## src/rtl/sba_pkg.sv

```systemverilog
package sba_pkg;

   // log2 of the oversampling ratio: four clocks per bit cell
   localparam int SBA_QTR_W = 2;

   typedef enum logic {
      SBA_MODE_FRAC  = 1'b0,
      SBA_MODE_POINT = 1'b1
   } sba_mode_e;

   // Quarter index (0 = first quarter) at which the selected location lies.
   // Code order is non-monotonic: 3/4, 4/4, 1/4, 2/4.
   function automatic logic [SBA_QTR_W-1:0] sba_sample_qtr(input logic [SBA_QTR_W-1:0] code);
      return code + 2'd2;
   endfunction

endpackage

```

## src/rtl/sba_cfg_latch.sv

```systemverilog
module sba_cfg_latch
   import sba_pkg::*;
#(
   parameter int DLY_W = 5,
   localparam int LAG_W = DLY_W - SBA_QTR_W
) (
   input  logic             clk,
   input  logic             rst,
   input  logic             frm_pulse,
   input  logic [DLY_W-1:0] dly_cfg,
   input  logic             pt_mode,
   output logic [DLY_W-1:0] tap_sel,
   output logic [LAG_W-1:0] bit_lag
);

   sba_mode_e                mode_e;
   logic [DLY_W-1:0]         tap_nxt;
   logic [SBA_QTR_W-1:0]     qtr_pos;

   assign mode_e  = sba_mode_e'(pt_mode);
   assign qtr_pos = sba_sample_qtr(dly_cfg[SBA_QTR_W-1:0]);

   // Tap distance in clocks. Sampling-point mode: whole bits times four
   // plus the distance from the chosen quarter to the end of the cell.
   always_comb begin
      unique case (mode_e)
         SBA_MODE_FRAC:  tap_nxt = dly_cfg;
         SBA_MODE_POINT: tap_nxt = {dly_cfg[DLY_W-1:SBA_QTR_W], 2'd3 - qtr_pos};
         default:        tap_nxt = dly_cfg;
      endcase
   end

   always_ff @(posedge clk) begin
      if (rst)            tap_sel <= '0;
      else if (frm_pulse) tap_sel <= tap_nxt;
   end

   assign bit_lag = tap_sel[DLY_W-1:SBA_QTR_W];

endmodule

```

## src/rtl/sba_bit_timer.sv

```systemverilog
module sba_bit_timer
   import sba_pkg::*;
#(
   parameter int BCNT_W = 4
) (
   input  logic              clk,
   input  logic              rst,
   input  logic              frm_pulse,
   output logic              strobe,
   output logic [BCNT_W-1:0] cur_bit
);

   localparam logic [BCNT_W-1:0] BCNT_MAX = '1;

   logic [SBA_QTR_W-1:0] qtr;
   logic [SBA_QTR_W-1:0] cur_qtr;
   logic [BCNT_W-1:0]    bcnt;
   logic                 armed;

   assign cur_qtr = frm_pulse ? '0 : qtr;
   assign cur_bit = frm_pulse ? '0 : bcnt;
   assign strobe  = armed && (cur_qtr == '1);

   always_ff @(posedge clk) begin
      if (rst) begin
         qtr   <= '0;
         bcnt  <= '0;
         armed <= 1'b0;
      end else begin
         armed <= armed | frm_pulse;
         qtr   <= cur_qtr + 1'b1;
         if (frm_pulse)                      bcnt <= '0;
         else if (strobe && bcnt != BCNT_MAX) bcnt <= bcnt + 1'b1;
      end
   end

endmodule

```

## src/rtl/sba_tap_line.sv

```systemverilog
module sba_tap_line #(
   parameter int IDX_W = 5,
   localparam int DEPTH = 1 << IDX_W
) (
   input  logic             clk,
   input  logic             rst,
   input  logic             din,
   input  logic [IDX_W-1:0] sel,
   output logic             tap
);

   logic [DEPTH-1:1] stg;
   logic [DEPTH-1:0] line;

   assign line = {stg, din};

   for (genvar k = 1; k < DEPTH; k++) begin : g_stage
      always_ff @(posedge clk) begin
         if (rst) stg[k] <= 1'b0;
         else     stg[k] <= line[k-1];
      end
   end

   assign tap = line[sel];

endmodule

```

## src/rtl/serial_bit_aligner.sv

```systemverilog
module serial_bit_aligner
   import sba_pkg::*;
#(
   parameter int DLY_W = 5
) (
   input  logic             clk,
   input  logic             rst,
   input  logic             frm_pulse,
   input  logic             ser_in,
   input  logic [DLY_W-1:0] dly_cfg,
   input  logic             pt_mode,
   output logic             rec_bit,
   output logic             bit_valid,
   output logic             frame_start
);

   localparam int LAG_W  = DLY_W - SBA_QTR_W;
   localparam int BCNT_W = LAG_W + 1;

   if (DLY_W < 3 || DLY_W > 8) begin : g_bad_width
      $error("serial_bit_aligner: DLY_W must lie in 3..8");
   end

   logic [DLY_W-1:0]  tap_sel;
   logic [LAG_W-1:0]  bit_lag;
   logic              strobe;
   logic [BCNT_W-1:0] cur_bit;
   logic              tap;

   sba_cfg_latch #(.DLY_W(DLY_W)) u_cfg (
      .clk(clk), .rst(rst), .frm_pulse(frm_pulse),
      .dly_cfg(dly_cfg), .pt_mode(pt_mode),
      .tap_sel(tap_sel), .bit_lag(bit_lag)
   );

   sba_bit_timer #(.BCNT_W(BCNT_W)) u_timer (
      .clk(clk), .rst(rst), .frm_pulse(frm_pulse),
      .strobe(strobe), .cur_bit(cur_bit)
   );

   sba_tap_line #(.IDX_W(DLY_W)) u_line (
      .clk(clk), .rst(rst), .din(ser_in), .sel(tap_sel), .tap(tap)
   );

   always_ff @(posedge clk) begin
      if (rst) begin
         rec_bit     <= 1'b0;
         bit_valid   <= 1'b0;
         frame_start <= 1'b0;
      end else begin
         bit_valid   <= strobe;
         frame_start <= strobe && (cur_bit == {1'b0, bit_lag});
         if (strobe) rec_bit <= tap;
      end
   end

endmodule

```

## config.mk

```make
export PLATFORM = sky130hd
export DESIGN_NAME = serial_bit_aligner
export DESIGN_NICKNAME = d
export VERILOG_FILES = /design/src/rtl/sba_pkg.sv /design/src/rtl/sba_cfg_latch.sv /design/src/rtl/sba_bit_timer.sv /design/src/rtl/sba_tap_line.sv /design/src/rtl/serial_bit_aligner.sv
export SDC_FILE = /design/constraint.sdc
export NUM_CORES = 1
export LEC_CHECK = 0
export BUFFER_PORTS_ARGS = -buffer_cell sky130_fd_sc_hd__buf_2
export CORE_MARGIN = 2
export CORE_UTILIZATION = 51
export CTS_CLUSTER_DIAMETER = 120
export DETAILED_ROUTE_END_ITERATION = 7
export PLACE_DENSITY = 0.79
export SYNTH_ARGS = -nofsm -noshare
export SYNTH_HDL_FRONTEND = slang
export SYNTH_SLANG_ARGS = --single-unit
export TNS_END_PERCENT = 1
```

## constraint.sdc

```tcl
create_clock -name clk -period 4.7 [get_ports clk]
set_clock_uncertainty 0.15 [all_clocks]
set_input_delay 0.705 -clock clk [delete_from_list [all_inputs] [get_ports clk]]
set_output_delay 0.705 -clock clk [all_outputs]
set_load 0.01 [all_outputs]
```

After elaboration in Yosys (flattened, before gate mapping)
Cells that the tools add are included.
{"block": "classes", "div_mod_pow": 0, "eq_ne": 3, "n_reduce_logical": 4, "mux": 5, "shifts": 0, "order_cmp": 1, "multipliers": 0, "n_addsub": 4, "bitwise_logic": 2}
{"cell": "case mux 5 bit (2 select lines)", "n": 1}
{"cell": "less-than comparator 5 x 6 -> 1 bit, second input constant", "n": 1}
{"cell": "binary-select mux 1 bit (select 5 bit)", "n": 1}
{"cell": "adder 4 x 1 -> 4 bit, second input constant", "n": 1}
{"cell": "equality test 4 x 3 -> 1 bit", "n": 1}
{"cell": "2-to-1 mux 4 bit", "n": 1}
{"cell": "!= test 4 bit, second input constant", "n": 1}
{"cell": "logical AND 1 bit", "n": 3}
{"cell": "adder 2 x 1 -> 2 bit, second input constant", "n": 1}
{"cell": "adder 2 bit, second input constant", "n": 1}
{"cell": "equality test 2 bit, second input constant", "n": 1}
{"cell": "2-to-1 mux 2 bit", "n": 1}
{"cell": "OR reduction 2 bit", "n": 1}
{"cell": "subtractor 2 bit, first input constant", "n": 1}
{"cell": "2-to-1 mux 1 bit", "n": 1}
{"cell": "inverter 1 bit", "n": 1}
{"cell": "OR 1 bit", "n": 1}
{"block": "totals", "latch_bits": 0, "wordCells": 57, "register_bits": 46, "output_inout_bits": 3, "rom_bits": 0, "n_memories": 0, "input_bits": 10, "mem_bits_rw": 0}

Depth between registers and ports, before layout
Gate-level depths: netlist (run 1).
{"block": "logic_depth", "depth_word": 4, "mapped_depth": 9, "depth_no_buf": 7}

Modules after synthesis
Synthesis (run 1) repeated with hierarchy kept, for this count alone.
{"block": "hier_totals", "cells_unflattened": 173, "hier_area_um2": 1838.0}
{"mod": "sba_tap_line", "n_inst": 1, "area_each_um2": 1151.1, "cells_each": 106, "seq_area_each_um2": 620.6}
{"mod": "sba_bit_timer", "n_inst": 1, "area_each_um2": 342.8, "cells_each": 36, "seq_area_each_um2": 140.1}
{"mod": "sba_cfg_latch", "n_inst": 1, "area_each_um2": 216.5, "cells_each": 20, "seq_area_each_um2": 100.1}
{"mod": "serial_bit_aligner", "n_inst": 1, "area_each_um2": 127.6, "cells_each": 11, "seq_area_each_um2": 60.1}

Least setup slack after synthesis (run 1)
Ideal clock, no wire load.
{"block": "synth_path", "path_kind": "input -> register", "from": "input port frm_pulse", "to": "register u_timer.bcnt[3]", "cell_stages": 9, "setup_slack_ns": 2.326, "arrival_time_ns": 2.146, "setup_time_ns": 0.078, "t_required_ns": 4.472, "path_buffers": 2, "path_cell_list": "buf_2 > buf_1 > nor2b_1 > ha_1 > nand2_1 > a31oi_1 > nand4_1 > xor2_1 > nor3_1"}
{"block": "synth_between", "elab_chain_len": 4, "elab_cells_between_ends": 5, "cone_classes": "1 x eq/ne; 1 x mux; 3 x reduce/logical"}
{"item": "start, declared", "line": "serial_bit_aligner.sv:8", "text": "input logic frm_pulse,"}
{"item": "2-to-1 mux 2 bit", "line": "sba_bit_timer.sv:20", "text": "assign cur_qtr = frm_pulse ? '0 : qtr;"}
{"item": "equality test 2 bit", "line": "sba_bit_timer.sv:22", "text": "assign strobe = armed && (cur_qtr == '1);"}
{"item": "logical AND 1 bit", "line": "sba_bit_timer.sv:22"}
{"item": "logical AND 1 bit", "line": "sba_bit_timer.sv:33", "text": "else if (strobe && bcnt != BCNT_MAX) bcnt <= bcnt + 1'b1;"}
{"item": "end signal, assigned", "line": "sba_bit_timer.sv:33"}
{"item": "end, declared", "line": "sba_bit_timer.sv:17", "text": "logic [BCNT_W-1:0] bcnt;"}
Several ways; a longest one is shown, not always the timed one.
A chain may end at the register's enable or synchronous reset.

Worst setup path after layout (run 1)
Ends and elaborated chain as after synthesis.

==> results of run 1 <==
[routing by layer]
metal,wire length [um],track usage
met5,0,0
met4,49,0.05833
met3,152,0.05893
met2,1390,0.2500
met1,1461,0.2251
[worst max path at each step]
stage	start	to
after CTS	u_cfg.tap_sel[0]	rec_bit
after floorplan	frm_pulse	u_timer.bcnt[3]
after global routing	u_cfg.tap_sel[0]	rec_bit
after global placement	frm_pulse	u_timer.bcnt[3]
final	frm_pulse	u_timer.bcnt[3]
after detailed placement	frm_pulse	u_timer.bcnt[3]
[cell families (layout without fill, tap and decap cells)]
logic type | count (synthesis) | in the layout
buffers and inverters | 10 | 20
multiplexers | 21 | 21
flip-flops | 46 | 46
adder cells (fa/ha/maj) | 2 | 2
AO/OA/AOI/OAI | 18 | 18
XOR/XNOR | 4 | 4
AND/OR/NAND/NOR | 71 | 71
[per-stage QoR]
step | power, W | hold WS, ns
2_1_floorplan | 0.0004474 | 0.2874
3_3_place_gp | 0.0004527 | 0.2928
3_5_place_dp | 0.0004536 | 0.3017
4_1_cts | 0.0006825 | 0.3220
5_1_grt | 0.0007012 | 0.3317
6_report | 0.0006786 | 0.3205
[report_power, final]
part / switching [W] / internal, W
Combinational: 0.0000191 / 0.0000200
Sequential: 0.0000105 / 0.000396
Clock: 0.000120 / 0.000113
[layout make-up]
cell class                      count  share of cell area
Clock inverter                      1             0.01569
Clock buffer                        7             0.02353
Tap cell                           46             0.03007
Timing Repair Buffer               12             0.03137
Multi-Input combinational cell    116              0.4183
Sequential cell                    46              0.4810
[flip-flops by register name (all words and copies together), names as in the netlist]
register       count
u_timer.armed      1
rec_bit            1
u_cfg.tap_sel      5
frame_start        1
bit_valid          1
u_timer.bcnt       4
u_timer.qtr        2
u_line.line       31
[critical path, delay by kind of cell]
kind	cells	cell delay (ns)
adders and majority gates	1	0.21
buffers and inverters	1	0.21
AOI/OAI and AO/OA	1	0.34
and+or+nand+nor	4	0.62
xor gates and xnor gates	1	0.17
[placed cells by master (no fill, tap or decap), types with 3 or more instances in the layout]
cell and count:
sky130_fd_sc_hd__xnor2_1 3, sky130_fd_sc_hd__buf_2 12, sky130_fd_sc_hd__nor3_1 3, sky130_fd_sc_hd__dfxtp_1 46, sky130_fd_sc_hd__nor2_1 14, sky130_fd_sc_hd__nor2b_1 35, sky130_fd_sc_hd__nand3_1 3, sky130_fd_sc_hd__clkbuf_4 5
sky130_fd_sc_hd__mux2i_1 21, sky130_fd_sc_hd__a31oi_1 4, sky130_fd_sc_hd__a22oi_1 4, sky130_fd_sc_hd__a21oi_1 4, sky130_fd_sc_hd__nand2_1 6
==> summary by stage, run 1 <==
Synth
The sequential fraction of the synthesis area is 0.5161. By area, the combinational part of the netlist is dominated by simple AND/OR/NAND/NOR gates. In the synthesized netlist the dominant register cell turns out to be sky130_fd_sc_hd__dfxtp_1. The proportion of synthesized area in mux cells is 0.1178. The fraction of the mapped netlist area in compound gates is 0.07013. Counting flops with a built-in enable in the synthesized netlist gives 0.

The adder-cell area share of the yosys netlist is 0.01403. In this run the cell area of the synthesized design comes to 1784 sq um. After synthesis, the share of flip-flops with an asynchronous set or reset is 0. The share of synthesized area in the top cell type comes to 0.5161. The synthesized-area fraction occupied by xor and xnor cells is 0.01964.

The mean cell area of the mapped netlist is 10.37 sq um. The cell count after synthesis came out at 172. The synthesized-area fraction occupied by and/or/nand/nor cells is 0.2272.

The register bit count reported by yosys is 46. The most common cell in the synthesized netlist is sky130_fd_sc_hd__dfxtp_1. The distinct cell type count of the synthesized netlist is 32.

During synthesis, Yosys emitted a total of 0 warnings. The number of nets in the synthesized netlist is 184. Summed over all instances, the cell type with the most area after synthesis is sky130_fd_sc_hd__dfxtp_1. The commonest cells after synthesis are sky130_fd_sc_hd__dfxtp_1, sky130_fd_sc_hd__nor2b_1, sky130_fd_sc_hd__mux2i_1. Ranked by total cell area, the synthesized netlist is headed by sky130_fd_sc_hd__dfxtp_1, sky130_fd_sc_hd__nor2b_1, sky130_fd_sc_hd__mux2i_1.

Min path
The sink of the worst hold path is u_line.line[24]. In this run the worst hold path is classified as flop to flop. The instance count along the most critical hold path is 1. The worst hold path begins at u_line.line[23].

Worst setup path
The launching element type of the critical path is a primary input. The highest cell delay on the worst timing path is 0.34 ns. The setup path with the least slack is of type primary input to flop. The worst register-to-register path ends at rec_bit. The register-to-register setup slack is 2.61 ns. The number of cells on the worst reg-to-reg path is 5.

The type of element capturing the critical path is a flop. For the worst setup path, the data required time is 4.84 ns. The critical path goes through buf_2 -> nor2b_1 -> ha_1 -> nand2_1 -> a31oi_1 -> nand4_1 -> xor2_1 -> nor3_1.

The arrival time at the worst endpoint is 2.26 ns. The largest individual stage delay along the critical path comes from the cell sky130_fd_sc_hd__a31oi_1. The largest fanout on the critical path is 17. The worst reg2reg path startpoint is u_cfg.tap_sel[0].

Layout
From synthesis to final layout, the design area changed by 7.293%. The net count reported at finish is 193. After the flow finishes, the layout carries non-filler instances totaling 228. Counting the fill cells in the layout gives 299. The core occupancy in the finished layout is 0.5737. The storage element area is 920.9 sq um. Of the cells placed in the final design, the portion with a size suffix greater than 1 is 0.1154.

The number of antenna cells inserted is 0. The final cell area excluding filler cells is 1914 sq um. In the final layout, the multi-input gates occupy 800.8 sq um.

Placed design
The number of placed instances, taps included, is 220. OpenSTA, run right after detailed placement, puts the worst setup slack at 2.215 ns. The standard cell area after detailed placement is 1839 sq um.

The placed wire-length estimate is 2.031 mm. The congestion estimate from routability-driven global placement came to 0.7715. The port buffer count is 12.

Floorplanning
The floorplan step set the die width to 63.15 um. The floorplan has 21 rows. The floorplan die height is 63.15 um. The initial standard-cell utilization of the core is 0.5347. The die footprint is 3987 sq um. For this design the top-level I/O count stands at 13. The core outline area is 3337 sq um.

Status
The run finished with clean final reports.

Timing
The number of failing hold endpoints at the final stage came to 0. The worst setup margin is 2.581 ns. Headroom to the max-slew limit came out at 0.3627. The final critical-path share of the clock period is 0.4509. Summed over all failing endpoints, the final setup total negative slack is 0 ns. Setup violations remaining at the end of the flow were counted as 0. The timing-limited maximum frequency is 471.9 MHz. The number of max-slew violations in the final report came to 0.

For the pin with the worst max-slew slack, the measured transition is 0.9547 ns. Setup repair after global routing left no endpoint under its margin. After layout, the minimum clock period comes to 2.119 ns.

CTS
The maximum level of the CTS H-tree is 2. After clock tree synthesis, the clock-pin slew on the worst setup and hold paths is 0.12 ns. The root buffer cell chosen for the clock tree is sky130_fd_sc_hd__clkbuf_4. For this design, the sink count on the clock tree is 46. The maximum number of buffers from clock root to sink is 2.

The number of gates resized after CTS was 0. TritonCTS built the clock tree. The post-CTS setup repair buffer count is 0. The number of buffers added to fix hold violations after cts is 0. The total clock buffers created by CTS is 5. The clock reaches the later pin of the worst-skew pair after 0.36 ns.

Run
The total of max-cap violations is 0.

GRT
The global-route wire length before repair is 5.230 mm. For this run, the total global-route usage over all layers was measured as 0.1678. The global route total overflow is 0. The initial antenna violation count was 0. The via count of the first global-routing pass came to 1158.

Entering global routing, the biggest net connects 46 pins.

Pwr
Dividing total power by cell area gives a power density of 354.5 nW/um^2. The maximum VDD drop is 212.4 uV. The reported leakage power is 0.7435 nW.

Drt
The via total after detailed routing is 1208. The remaining antenna violation count is 0. The routed wirelength normalized by instance count is 13.39 um. In this run, the number of DRC markers left after iteration 0 of detailed routing was 91. For this run, design rule violations remaining after detail routing come to 0. The detailed-route wire length is 3.054 mm.

The first-pass iteration count of the detailed router is 4. The via-per-instance ratio is 5.298.
Note: power is estimated with default switching activity, not from simulation.
==> run 2, diff against run 1 <==
--- a/config.mk
+++ b/config.mk
@@ -5,6 +5,7 @@
 export SDC_FILE = /design/constraint.sdc
 export NUM_CORES = 1
 export LEC_CHECK = 0
+export ABC_AREA = 1
 export BUFFER_PORTS_ARGS = -buffer_cell sky130_fd_sc_hd__buf_2
 export CORE_MARGIN = 2
 export CORE_UTILIZATION = 51
==> constraint.sdc (replaced) <==
create_clock -name clk -period 2.05 [get_ports clk]
set_clock_uncertainty 0.15 [all_clocks]
set_input_delay 0.3075 -clock clk [delete_from_list [all_inputs] [get_ports clk]]
set_output_delay 0.3075 -clock clk [all_outputs]
set_load 0.01 [all_outputs]
==> run 2 against run 1 <==
  * First-iteration DRC count grew 11%
  * Sequential power is 130% higher
  * Critical path depth up 1
  * Setup slack worse by 2.1 ns
  * Worst hold slack worse by 0.32 ns
  * Flip-flop and latch count did not move
  * Non-clock buffer count increased by 2
  * Power is 120% higher
  * Critical path type is now flop to flop
  * Largest cell class unchanged
  * Highest routed layer unchanged
==> summary by stage, run 2 <==
Placed design
After legalization and detailed placement, the total HPWL measured 2.261 mm. Input and output buffers added on the ports amount to 12. Routability-driven placement finished with a final weighted congestion of 0.7970.

GRT
The first global-routing pass estimated 6.168 mm of wire. The initial antenna violation count is 0. The via count of the first global-routing pass is 1472. The maximum number of pins on one net before global-route repair is 22.

Summed over all layers, the global routing overflow is 0. The overall routing resource usage is 0.1903.

Drt
Once detail routing completed, the nets flagged for antenna violations numbered 0. For this block, the routed nets add up to 3.312 mm of wire. The first-pass iteration count of the detailed router is 4. The via-per-instance ratio is 4.775. The routed layout has 1461 vias. The detailed-route DRC error count is 0. After detailed routing, the average wire length per cell comes to 10.82 um. After the first detailed-routing iteration, the DRC count stood at 101.

Floorplanning
The die footprint is 4158 sq um. The horizontal extent of the die is 64.48 um. The core outline area is 3416 sq um. The initial utilization of the core area, before any placement, comes to 0.5462.

The floorplan die height is 64.48 um. The number of top-level pins is 13. Row generation in the floorplan step produced 21 rows.

Timing
Setup violations remaining at the end of the flow were counted as 0. Setup total negative slack on the finished layout was measured at 0 ns. The worst path needs 1.611 ns of the cycle, external delays included. The number of max-slew violations in the final report is 0. The number of failing hold endpoints at the final stage was 0. The remaining max-slew budget at the tightest pin is 0.7320. Of the available clock period, the critical path in the final layout requires 0.7860. Static timing analysis puts the maximum clock frequency at 620.6 MHz.

Setup repair after global routing left no endpoint under its margin. The slew at the pin with the worst max-slew slack is 0.3919 ns.

CTS
The number of buffers added to fix hold violations after cts is 0. TritonCTS built the clock tree. The maximum level of the CTS H-tree is 2. The post-CTS setup repair buffer count is 0. Counting the buffers created by CTS gives 5. After clock tree synthesis, the clock-pin slew on the worst setup and hold paths is 0.13 ns.

The clock passes through at most 2 buffers. The source-to-sink clock delay at the later pin of the worst-skew pair is 0.37 ns. The number of gates resized after CTS is 0. The TritonCTS sink count is 46. The clock root buffer is sky130_fd_sc_hd__clkbuf_4.

Synth
The commonest cells after synthesis are sky130_fd_sc_hd__dfxtp_1, sky130_fd_sc_hd__inv_1, sky130_fd_sc_hd__nand2_1. The share of synthesized area in the top cell type comes to 0.4936. The library cell occupying the most area in the post-synthesis netlist is sky130_fd_sc_hd__dfxtp_1. The post-synth net total is 259. In the synthesized netlist the async set-or-reset flop fraction comes to 0. The sequential fraction of the synthesis area is 0.4936. A synthesized cell averages 7.553 sq um. The distinct cell type count of the synthesized netlist is 26. The count of warnings emitted by yosys is 0. The most common cell in the synthesized netlist is sky130_fd_sc_hd__dfxtp_1. In this run, synthesis produced a sequential element count of 46. In this run, synthesis inferred 0 flip-flops with an integrated enable. Counting every instance in the synthesized netlist gives 247. For this run, the leading register cell type out of synthesis is sky130_fd_sc_hd__dfxtp_1. The post-synthesis cell area is 1866 sq um. In the post-synthesis netlist, the biggest area contributors are sky130_fd_sc_hd__dfxtp_1, sky130_fd_sc_hd__inv_1, sky130_fd_sc_hd__nand2_1.

Worst setup path
The worst setup path is captured at a flop. The highest cell delay on the worst timing path is 0.33 ns. Among all stages on the critical path, the largest delay is contributed by sky130_fd_sc_hd__dfxtp_1. By startpoint and endpoint, the worst setup path is classified as flop to flop. The arrival time at the worst endpoint is 1.76 ns. At the worst endpoint, the required time is 2.20 ns. The largest fanout on the critical path is 4. Walking the worst path, the cells encountered are inv_1 -> nor2_1 -> ha_1 -> nand2_1 -> inv_1 -> nand2_1 -> nor2_1 -> a31oi_1 -> nor3b_1. The register-to-register setup slack is 0.44 ns.

The worst setup path is launched from a flop.

Pwr
The analysis attributes to cell leakage a power of 0.8367 nW. The maximum VDD drop is 472.5 uV. Overall power consumption after layout is estimated at 0.001497 W.

The areal power density over the cells is 751.3 nW/um^2.

Layout
The share of post-route cells with drive strength above 1 is 0.1462. After filler insertion, the fill cell instance count of the layout stands at 328. Leaving out fill and tap cells, the most frequent cell in the layout is sky130_fd_sc_hd__dfxtp_1. In the layout the commonest cells are sky130_fd_sc_hd__dfxtp_1, sky130_fd_sc_hd__inv_1, sky130_fd_sc_hd__nand2_1.

The growth of design area from synthesis to finish is 6.841%. The final layout contains 271 nets. The number of antenna cells inserted is 0.

The number of flip-flops in the largest register is 31.

Min path
The worst hold path belongs to the class primary input to flop.

Run
The tool flagged a number of max-cap violations equal to 0.

Status
The flow ran to the end, and the final reports show no timing, DRC or antenna violations.
-- run 2: routing by layer --
metal / vias up / wire (um) / GRT usage / share of wire
met1: 649 / 1554 / 0.2332 / 0.47
met3: 8 / 164 / 0.04688 / 0.050
met5: - / 0 / 0 / 0
li1: 772 / - / - / -
met4: 0 / 62 / 0.09574 / 0.019
met2: 32 / 1530 / 0.3112 / 0.46
-- run 2: critical path, delay by kind of cell, from the launching register on --
family | cells | cell delay, ns
adders and majority gates | 1 | 0.16
AOI/OAI and AO/OA | 1 | 0.10
buffers and inverters | 2 | 0.16
and+or+nand+nor | 5 | 0.64
DFF | 1 | 0.33
-- run 2: cell type report --
class / count / area (sq um) / share of cell area
Timing Repair Buffer: 14 / 75.07 / 0.03766
Tap cell: 46 / 57.56 / 0.02888
Sequential cell: 46 / 920.9 / 0.4620
Clock inverter: 2 / 12.51 / 0.006277
Clock buffer: 6 / 51.30 / 0.02574
Inverter: 47 / 183.9 / 0.09228
Multi-Input combinational cell: 145 / 691.9 / 0.3471
-- run 2: cells by family (layout without fill, tap and decap cells) --
| family | after synthesis | in the layout | share of synthesized area |
|---|---|---|---|
| simple gates | 122 | 122 | 0.2904 |
| buf+inv | 56 | 69 | 0.1355 |
| flops | 46 | 46 | 0.4936 |
| compound gates | 19 | 19 | 0.05768 |
| fa+ha+maj | 2 | 2 | 0.01341 |
| xor+xnor | 2 | 2 | 0.009391 |
-- run 2: through the flow --
stage	instances	setup slack (ns)	hold slack [ns]	area, sq um	util
after global routing	306	0.2091	0.01239	1993	0.5835
after floorplan	247	0.5977	0.2531	1866	-
final	306	0.4388	0.004677	1993	0.5835
after detailed placement	298	0.3248	0.2625	1929	0.5648
after CTS	306	0.4485	0.003143	1993	0.5835
after global placement	298	0.3806	0.2563	1929	0.5648
-- run 2: path summary, 6_finish.rpt --
kind,startpoint,end,depth (start not counted)
setup / recovery,u_timer.qtr[0],u_timer.bcnt[3],9
hold / removal,ser_in,u_line.line[1],3
setup reg to reg,u_timer.qtr[0],u_timer.bcnt[3],9
hold reg to reg,u_line.line[24],u_line.line[25],2
-- run 2: power breakdown --
part           switching (W)  internal [W]
clock network       0.000292      0.000165
logic              0.0000787     0.0000412
registers          0.0000125      0.000908
total               0.000383       0.00111
